`src/rtl/vcrc_pkg.sv`:
```
package vcrc_pkg;
  localparam int LANE_W = 10;
  localparam int CRC_W  = 18;
  localparam int HALF_W = CRC_W / 2;
  localparam int H_BIT  = 6;
  localparam logic [CRC_W-1:0] POLY_REFL = 18'h23000;

  // advance one channel CRC by one 10-bit word, bit 0 first
  function automatic logic [CRC_W-1:0] crc_advance(input logic [CRC_W-1:0] c,
                                                   input logic [LANE_W-1:0] w);
    logic [CRC_W-1:0] r;
    logic fb;
    r = c;
    for (int i = 0; i < LANE_W; i++) begin
      fb = r[0] ^ w[i];
      r  = r >> 1;
      if (fb) r = r ^ POLY_REFL;
    end
    return r;
  endfunction

  // place a 9-bit CRC half into a 10-bit word with inverted top bit
  function automatic logic [LANE_W-1:0] slot_word(input logic [HALF_W-1:0] b);
    return {~b[HALF_W-1], b};
  endfunction
endpackage

```
`src/rtl/vcrc_trs_track.sv`:
```
module vcrc_trs_track
  import vcrc_pkg::*;
#(
  parameter int LANES = 2
) (
  input  logic                    clk,
  input  logic                    rst_n,
  input  logic                    run,
  input  logic [LANES*LANE_W-1:0] word,
  output logic                    sav_hit,
  output logic                    eav_hit,
  output logic                    cover_now,
  output logic                    slot0,
  output logic                    slot1
);
  localparam int POS_W = 3;

  logic [LANES-1:0] l_one, l_zero, l_same;
  logic all_one, all_zero, xyz_ok, trs;
  logic o1, o2, o3, z1, z2;
  logic [POS_W-1:0] pos;
  logic cov;

  for (genvar g = 0; g < LANES; g++) begin : g_lane_cmp
    assign l_one[g]  = (word[g*LANE_W +: LANE_W] == {LANE_W{1'b1}});
    assign l_zero[g] = (word[g*LANE_W +: LANE_W] == {LANE_W{1'b0}});
    assign l_same[g] = (word[g*LANE_W +: LANE_W] == word[LANE_W-1:0]);
  end

  assign all_one  = &l_one;
  assign all_zero = &l_zero;
  assign xyz_ok   = (&l_same) && word[LANE_W-1];
  assign trs      = o3 && z2 && z1 && xyz_ok;
  assign sav_hit  = trs && !word[H_BIT];
  assign eav_hit  = trs && word[H_BIT];
  assign cover_now = cov;
  assign slot0    = (pos == POS_W'(3));
  assign slot1    = (pos == POS_W'(4));

  always_ff @(posedge clk) begin
    if (!rst_n) begin
      o1 <= 1'b0; o2 <= 1'b0; o3 <= 1'b0; z1 <= 1'b0; z2 <= 1'b0;
    end else begin
      o1 <= all_one;  o2 <= o1; o3 <= o2;
      z1 <= all_zero; z2 <= z1;
    end
  end

  // pos: place of the current word after the end-of-active XYZ (1 = LN0)
  always_ff @(posedge clk) begin
    if (!rst_n || !run) begin
      pos <= '0;
      cov <= 1'b0;
    end else begin
      if (eav_hit)                  pos <= POS_W'(1);
      else if (pos == POS_W'(4))    pos <= '0;
      else if (pos != '0)           pos <= pos + POS_W'(1);
      if (sav_hit)                  cov <= 1'b1;
      else if (pos == POS_W'(2))    cov <= 1'b0;
    end
  end

  p_cov_stop_r3: assert property (@(posedge clk) disable iff (!rst_n)
    (run && pos == POS_W'(2) && !sav_hit) |=> !cover_now);

  p_slot_order_r4: assert property (@(posedge clk) disable iff (!rst_n)
    slot1 |-> $past(slot0));
endmodule

```
`src/rtl/vcrc_lane.sv`:
```
module vcrc_lane
  import vcrc_pkg::*;
(
  input  logic              clk,
  input  logic              rst_n,
  input  logic              clr,
  input  logic              acc,
  input  logic [LANE_W-1:0] word,
  output logic [LANE_W-1:0] ins0,
  output logic [LANE_W-1:0] ins1,
  output logic              mis0,
  output logic              mis1
);
  logic [CRC_W-1:0] crc;

  always_ff @(posedge clk) begin
    if (!rst_n)   crc <= '0;
    else if (clr) crc <= '0;
    else if (acc) crc <= crc_advance(crc, word);
  end

  assign ins0 = slot_word(crc[HALF_W-1:0]);
  assign ins1 = slot_word(crc[CRC_W-1:HALF_W]);
  assign mis0 = (word[HALF_W-1:0] != crc[HALF_W-1:0]);
  assign mis1 = (word[HALF_W-1:0] != crc[CRC_W-1:HALF_W]);

  p_clear_r3: assert property (@(posedge clk) disable iff (!rst_n)
    clr |=> (crc == '0));
endmodule

```
`src/rtl/vid_line_crc.sv`:
```
module vid_line_crc
  import vcrc_pkg::*;
#(
  parameter int LANES = 2
) (
  input  logic                    clk,
  input  logic                    rst_n,
  input  logic                    crc_en,
  input  logic                    chk_mode,
  input  logic [LANES*LANE_W-1:0] din,
  output logic [LANES*LANE_W-1:0] dout,
  output logic                    crc_err,
  output logic                    err_hold
);
  localparam int WW = LANES * LANE_W;

  logic [WW-1:0] d1, dnext, ins0_w, ins1_w;
  logic en_q, chk_q, gen_on, chk_on;
  logic sav_hit, eav_hit, cover_now, slot0, slot1;
  logic [LANES-1:0] mis0_v, mis1_v;
  logic bad0, err_now;
  logic [1:0] warm;

  always_ff @(posedge clk) begin
    if (!rst_n) begin
      d1 <= '0; en_q <= 1'b0; chk_q <= 1'b0; warm <= '0;
    end else begin
      d1 <= din; en_q <= crc_en; chk_q <= chk_mode;
      if (warm != 2'd2) warm <= warm + 2'd1;
    end
  end

  assign gen_on = en_q && !chk_q;
  assign chk_on = en_q && chk_q;

  vcrc_trs_track #(.LANES(LANES)) u_trk (
    .clk(clk), .rst_n(rst_n), .run(en_q), .word(d1),
    .sav_hit(sav_hit), .eav_hit(eav_hit), .cover_now(cover_now),
    .slot0(slot0), .slot1(slot1)
  );

  for (genvar g = 0; g < LANES; g++) begin : g_lane
    vcrc_lane u_lane (
      .clk(clk), .rst_n(rst_n), .clr(sav_hit), .acc(cover_now),
      .word(d1[g*LANE_W +: LANE_W]),
      .ins0(ins0_w[g*LANE_W +: LANE_W]), .ins1(ins1_w[g*LANE_W +: LANE_W]),
      .mis0(mis0_v[g]), .mis1(mis1_v[g])
    );
  end

  always_comb begin
    if (gen_on && slot0)      dnext = ins0_w;
    else if (gen_on && slot1) dnext = ins1_w;
    else                      dnext = d1;
  end

  assign err_now = chk_on && slot1 && (bad0 || (|mis1_v));

  always_ff @(posedge clk) begin
    if (!rst_n) begin
      dout <= '0; crc_err <= 1'b0; err_hold <= 1'b0; bad0 <= 1'b0;
    end else begin
      dout    <= dnext;
      crc_err <= err_now;
      if (slot0) bad0 <= |mis0_v;
      if (!chk_on || eav_hit) err_hold <= 1'b0;
      else if (err_now)       err_hold <= 1'b1;
    end
  end

  p_pass_disabled_r6: assert property (@(posedge clk) disable iff (!rst_n)
    (warm == 2'd2 && !$past(crc_en, 2)) |-> (dout == $past(din, 2)));

  p_err_mode_r7: assert property (@(posedge clk) disable iff (!rst_n)
    (warm == 2'd2 && crc_err) |-> ($past(crc_en, 2) && $past(chk_mode, 2)));

  p_err_hold_r8: assert property (@(posedge clk) disable iff (!rst_n)
    crc_err |-> err_hold);

  p_hold_keep_r8: assert property (@(posedge clk) disable iff (!rst_n)
    (err_hold && chk_on && !eav_hit) |=> err_hold);
endmodule

```
`config.mk`:
```
export PLATFORM = sky130hd
export DESIGN_NAME = vid_line_crc
export DESIGN_NICKNAME = d
export VERILOG_FILES = /design/src/rtl/vcrc_pkg.sv /design/src/rtl/vcrc_trs_track.sv /design/src/rtl/vcrc_lane.sv /design/src/rtl/vid_line_crc.sv
export SDC_FILE = /design/constraint.sdc
export NUM_CORES = 1
export LEC_CHECK = 0
export ABC_AREA = 1
export BUFFER_PORTS_ARGS = -buffer_cell sky130_fd_sc_hd__buf_2
export CAP_MARGIN = 5
export CORE_ASPECT_RATIO = 0.9
export CORE_UTILIZATION = 34
export CTS_CLUSTER_SIZE = 40
export DETAILED_ROUTE_END_ITERATION = 6
export GPL_ROUTABILITY_DRIVEN = 1
export SYNTH_ARGS = -nofsm -noshare
export SYNTH_HDL_FRONTEND = slang
export SYNTH_HIERARCHICAL = 1
export SYNTH_SLANG_ARGS = --single-unit
```
`constraint.sdc`:
```
create_clock -name clk -period 1.94 [get_ports clk]
set_input_delay 0.194 -clock clk [delete_from_list [all_inputs] [get_ports clk]]
set_output_delay 0.194 -clock clk [all_outputs]
set_load 0.03 [all_outputs]
```
# After elaboration in Yosys (flattened, before gate mapping)
# Index checks and enable logic that the tools add are counted.
[classes] bitwise_logic=45 addsub=1 n_mux=81 eq_ne=10 reduce_logical=32
[ops] cell="18-bit two-way mux" n=74
[ops] cell="2-bit NOT with 3-bit output" n=20
[ops] cell="20-bit two-way mux" n=2
[ops] cell="9-bit != test" n=4
[ops] cell="10-bit equality test (second input constant)" n=2
[ops] cell="10-bit logical NOT" n=2
[ops] cell="1-bit XOR" n=20
[ops] cell="1-bit logical AND" n=12
[ops] cell="10-bit equality test" n=1
[ops] cell="2-bit OR reduction" n=4
[ops] cell="3-bit by 2-bit equality test with 1-bit output (second input constant)" n=2
[ops] cell="3-bit nonzero test" n=2
[ops] cell="1-bit logical NOT" n=5
[ops] cell="1-bit two-way mux" n=5
[ops] cell="1-bit NOT" n=5
[ops] cell="2-bit AND reduction" n=2
[ops] cell="3-bit by 1-bit adder with 3-bit output (second input constant)" n=1
[ops] cell="3-bit equality test (second input constant)" n=1
[ops] cell="1-bit logical OR" n=3
[ops] cell="3-bit OR reduction" n=1
[ops] cell="2-bit nonzero test" n=1
[word_totals] input_bits=24 register_bits=90 output_inout_bits=22 word_cells=186

# Logic depth before layout (Yosys ltp)
[depth] word_depth=48 mapped_depth=12 ltp_nobuf=11

# Modules after synthesis
# Netlist, hierarchy kept.
[by_module_without_submodules] module="vcrc_lane" area_each_um2=1376.3 seq_area_each_um2=360.3 n_inst=2 cells_each=243
[by_module_without_submodules] module="vid_line_crc" area_each_um2=1825.5 seq_area_each_um2=900.9 n_inst=1 cells_each=263
[by_module_without_submodules] module="vcrc_trs_track" area_each_um2=739.5 seq_area_each_um2=180.2 n_inst=1 cells_each=127

# Least setup slack after synthesis
# OpenSTA, ideal clock, no wires.
[synth_timing] kind="flip-flop to flip-flop" start="register d1[6]" end="register g_lane[0].u_lane.crc[11]" stages_incl_launch_ff=13 synth_period_minus_slack_ps=1623 arrival_ps=1514 setup_slack_ps=317 setup_ps=109 path_buffers=1 t_required_ps=1831 path_cell_list="dfxtp_1 > inv_2 > nand2_2 > nand4_1 > nor3_1 > nand3b_1 > nor2_1 > inv_1 > nand2_2 > buf_6 > a21oi_1 > nand2_1 > inv_1"
[synth_via] elab_chain_len=5 word_cells_on_any_way=6 classes_between="1 x eq/ne; 5 x reduce/logical"
[synth_lines] item="from (decl)" line_no="vid_line_crc.sv:17" text="logic [WW-1:0] d1, dnext, ins0_w, ins1_w;"
[synth_lines] item="from (signal assigned)" line_no="vid_line_crc.sv:28" text="d1 <= din; en_q <= crc_en; chk_q <= chk_mode;"
[synth_lines] item="10-bit equality test" line_no="vcrc_trs_track.sv:27" text="assign l_same[g] = (word[g*LANE_W +: LANE_W] == word[LANE_W-1:0]);"
[synth_lines] item="1-bit logical AND" line_no="vcrc_trs_track.sv:32" text="assign xyz_ok = (&l_same) && word[LANE_W-1];"
[synth_lines] item="1-bit logical AND" line_no="vcrc_trs_track.sv:33" text="assign trs = o3 && z2 && z1 && xyz_ok;"
[synth_lines] item="1-bit logical AND *" line_no="vcrc_trs_track.sv:34" text="assign sav_hit = trs && !word[H_BIT];"
[synth_lines] item="net sav_hit" line_no="vid_line_crc.sv:19" text="logic sav_hit, eav_hit, cover_now, slot0, slot1;"
[synth_lines] item="2-bit OR reduction (no source line) *"
[synth_lines] item="to (signal assigned)" line_no="vcrc_lane.sv:19" text="else if (acc) crc <= crc_advance(crc, word);"
[synth_lines] item="to (decl)" line_no="vcrc_lane.sv:14" text="logic [CRC_W-1:0] crc;"
# Mark *: on every way through the listed nets, which the timed path passes. The rest lies on a longest branch.
# A chain may end at the register's enable or synchronous reset.

# Worst setup path after layout
[layout_timing] start="register d1[18]" end="register g_lane[0].u_lane.crc[17]"
[layout_via] elab_chain_len=5
[layout_lines] item="10-bit equality test" line_no="vcrc_trs_track.sv:27"
[layout_lines] item="1-bit logical AND" line_no="vcrc_trs_track.sv:32"
[layout_lines] item="1-bit logical AND" line_no="vcrc_trs_track.sv:33"
[layout_lines] item="1-bit logical AND" line_no="vcrc_trs_track.sv:34"
[layout_lines] item="net sav_hit" line_no="vid_line_crc.sv:19"
[layout_lines] item="2-bit OR reduction (no source line)"
# The timed path passes the listed nets, and every way through them passes these cells.

==> run_results.csv <==
group,metric,value,unit
die,start_util,35.5,%
route,avgViaCountPerCell,4.72,
cells_and_area,mostFrequentLayoutCells,"293 x nand2_1, 141 x inv_1, 89 x dfxtp_1",
placed_design,place_area,0.00589,mm^2
cells_and_area,fillers,1645,
setup_path,reg2reg_slack,0.23,ns
sta,setup_viol,0,
power,power,4.20,mW
placed_design,dpl.hpwl,11.4,mm
setup_path,startpoint,"d1[18]",
sta,slew_headroom,67.2,%
global_route,grt-ovfl-total,0,
synth,synth.avg_cell_area,6.07,um^2
global_route,grt_first_pass_wirelength,24.9,mm
power,intPower,3.10,mW
setup_path,r2r_end,"g_lane[0].u_lane/crc[17]",
setup_path,crit_path_end_kind,"register",
global_route,track_usage,20.1,%
sta,hold_violations,0,
power,power_frac_clock,41.8,%
run,max_cap_viol_count,0,
synth,yosys_warnings,6,
sta,max_freq,584,MHz
power,sw_frac_of_total,26.2,%
power,peakVddDrop,468,uV
die,rows,42,
route,wl_per_cell,13.1,um
power,p_sw,1.10,mW
clock_network,clk_pin_slew,0.06,ns
run_status,status,"finished, final reports clean",
route,detail_route.iter0.violations,395,
route,ant_nets,0,
power,combPwrFrac,12.6,%
synth,synthCells,876,
die,die_w,134,um
placed_design,placedCellCount,1126,
die,die_y,121,um
setup_path,crit_top_cell,"inv_1",
min_path,hold_depth,3,
cells_and_area,final_core_util,41.3,%
clock_network,clockRootBuffer,"clkbuf_16",
setup_path,cp_max_fo,18,
cells_and_area,fin_cells,1142,
setup_path,worstPathArrival,1.96,ns
clock_network,numCtsBuffers,9,
die,io-pin-count,46,
clock_network,cts_tree,"yes",
synth,synth.cell_area,0.00532,mm^2
route,drc_errors,0,
cells_and_area,antennaDiodeCount,0,
sta,fin_ws,0.229,ns
sta,tightest_slew,0.492,ns
power,power_leakage,3.39,nW
setup_path,path_buf_inv,4,
cells_and_area,fin_area,0.00619,mm^2
global_route,antenna_found_initial,0,
min_path,holdPathEnd,"d1[3]",
die,coreArea,0.0150,mm^2
power,power_density,679,mW/mm^2
setup_path,slowest_delay,0.43,ns
die,die_area,0.0161,mm^2
clock_network,cts_max_level,3,
clock_network,clk_latency,0.36,ns
sta,period_needed,1.71,ns
global_route,grt_pass1_vias,4897,
setup_path,path_delay_family,"simple AND/OR/NAND/NOR gates",
setup_path,crit_chain,"inv_1, nand2_1, nand2_1, nor3_1, nand3b_1, nor2_1, inv_1, nand2_2, buf_12, a21oi_1, o21ai_1, inv_1",
synth,yosysUniqueCellTypes,28,
synth,yosysSeqAreaShare,33.9,%
clock_network,cts.sinks,90,
placed_design,io_buffers,45,
min_path,hp-class,"input pin to register",
sta,hold_ws,0.0203,ns
route,drt-pass1-iter-count,5,
sta,finalCritPeriodShare,88.2,%
sta,rsz0062_at_grt,"false",
cells_and_area,syn2layout_area_growth,16.4,%
cells_and_area,final_nets,967,
min_path,min_from,"din[3]",
cells_and_area,drive_gt1_share,17.6,%
power,p_seq_share,45.7,%
sta,finClkSkew,0.0128,ns
route,postRouteWirelength,15.0,mm
synth,syn_nets,904,
clock_network,clk_path_buf_depth,2,
route,num_vias,5393,
sta,drv_slew,0,
placed_design,dp_slack,0.182,ns
global_route,grt_max_degree,25,
setup_path,slowest_stage,"dfxtp_1",
synth,ys_seq_elements,90,
clock_network,cts_hold_buf,0,
setup_path,critical_path.startpoint_type,"register",
setup_path,r2r_start,"d1[18]",
setup_path,reg2reg_depth,12,
setup_path,crit_type,"register to register",
placed_design,gp_congestion,0.923,
sta,finalSetupTns,0,ns
setup_path,critPathRequiredTime,2.19,ns
cells_and_area,mostFrequentLayoutCell,"nand2_1",
-- worst max path at each step --
stage | to | slack, ns | cells past startpoint
2_1_floorplan | g_lane[0].u_lane/crc[11] | 0.32 | 12
3_3_place_gp | g_lane[0].u_lane/crc[17] | 0.28 | 12
3_5_place_dp | g_lane[0].u_lane/crc[17] | 0.18 | 12
4_1_cts | g_lane[0].u_lane/crc[17] | 0.16 | 12
5_1_grt | g_lane[1].u_lane/crc[3] | 0.02 | 12
6_report | g_lane[0].u_lane/crc[17] | 0.23 | 12
-- synth_stat cells (all sizes together) --
cell type  count  area (um^2)
nand2        336         1370
inv          165          619
dfxtp         90         1800
nor2          74          288
nand3         67          335
a21oi         36          184
nand4         34          213
buf           25          165
o21ai         13         68.8
nor3           7         35.0
xor2           7         61.3
a211oi         6         45.0
ha             4         50.1
nor4           4         25.0
xnor2          4         35.0
clkbuf         1         3.75
clkinv         1         5.00
nand3b         1         7.51
or2            1         6.26
-- worst register-to-register path: stages (launching register included) --
cell and delay, ns:
dfxtp_1 0.43, inv_1 0.08, nand2_1 0.06, nand2_1 0.08, nor3_1 0.19, nand3b_1 0.12
nor2_1 0.16, inv_1 0.07, nand2_2 0.07, buf_12 0.15, a21oi_1 0.05, o21ai_1 0.09
inv_1 0.05
-- area by class of cell --
type | instances | area [um^2] | area share (%)
repair buffers | 78 | 498 | 8.04
flip-flops and latches | 90 | 1800 | 29.1
multi-input cells | 594 | 2720 | 44.0
well taps | 198 | 248 | 4.00
inverters | 166 | 624 | 10.1
clock inverters | 5 | 53.8 | 0.869
clock buffers | 11 | 243 | 3.92
-- power by group through the flow --
stage	registers, mW	clock network [mW]	logic (mW)
final	1.92	1.76	0.528
after global routing	1.92	1.90	0.591
after CTS	1.92	1.82	0.525
after detailed placement	1.96	0	0.524
after global placement	1.96	0	0.522
after floorplan	2.01	0	0.289
-- state kept, by name, indices dropped and copies added, names as in the netlist --
register / count
u_trk/o1: 1
u_trk/z2: 1
dout: 20
u_trk/cover_now: 1
u_trk/z1: 1
u_trk/pos: 3
chk_q: 1
crc_err: 1
en_q: 1
err_hold: 1
bad0: 1
g_lane.u_lane/crc: 36
u_trk/o3: 1
u_trk/o2: 1
d1: 20
-- kinds of logic (layout without fill, tap and decap cells) --
family                   after synthesis  after routing  share of synthesized area (%)
buffers and inverters                192            260                           14.9
AO/OA/AOI/OAI                         55             55                           5.60
AND/OR/NAND/NOR                      524            524                           42.8
flip-flops                            90             90                           33.9
adder cells (fa/ha/maj)                4              4                          0.941
XOR/XNOR                              11             11                           1.81
-- routing by layer --
layer	track usage (%)	routed length, um
met5	0	0
met4	7.39	280
met3	4.15	985
met2	29.6	6110
met1	28.5	7620
-- repair_timing --
item,4_1_cts,5_1_grt
endpoints found under the setup margin,0,29
resized for setup,0,1
buffers inserted,0,0
No activity file was read; power rests on OpenSTA's default activity.
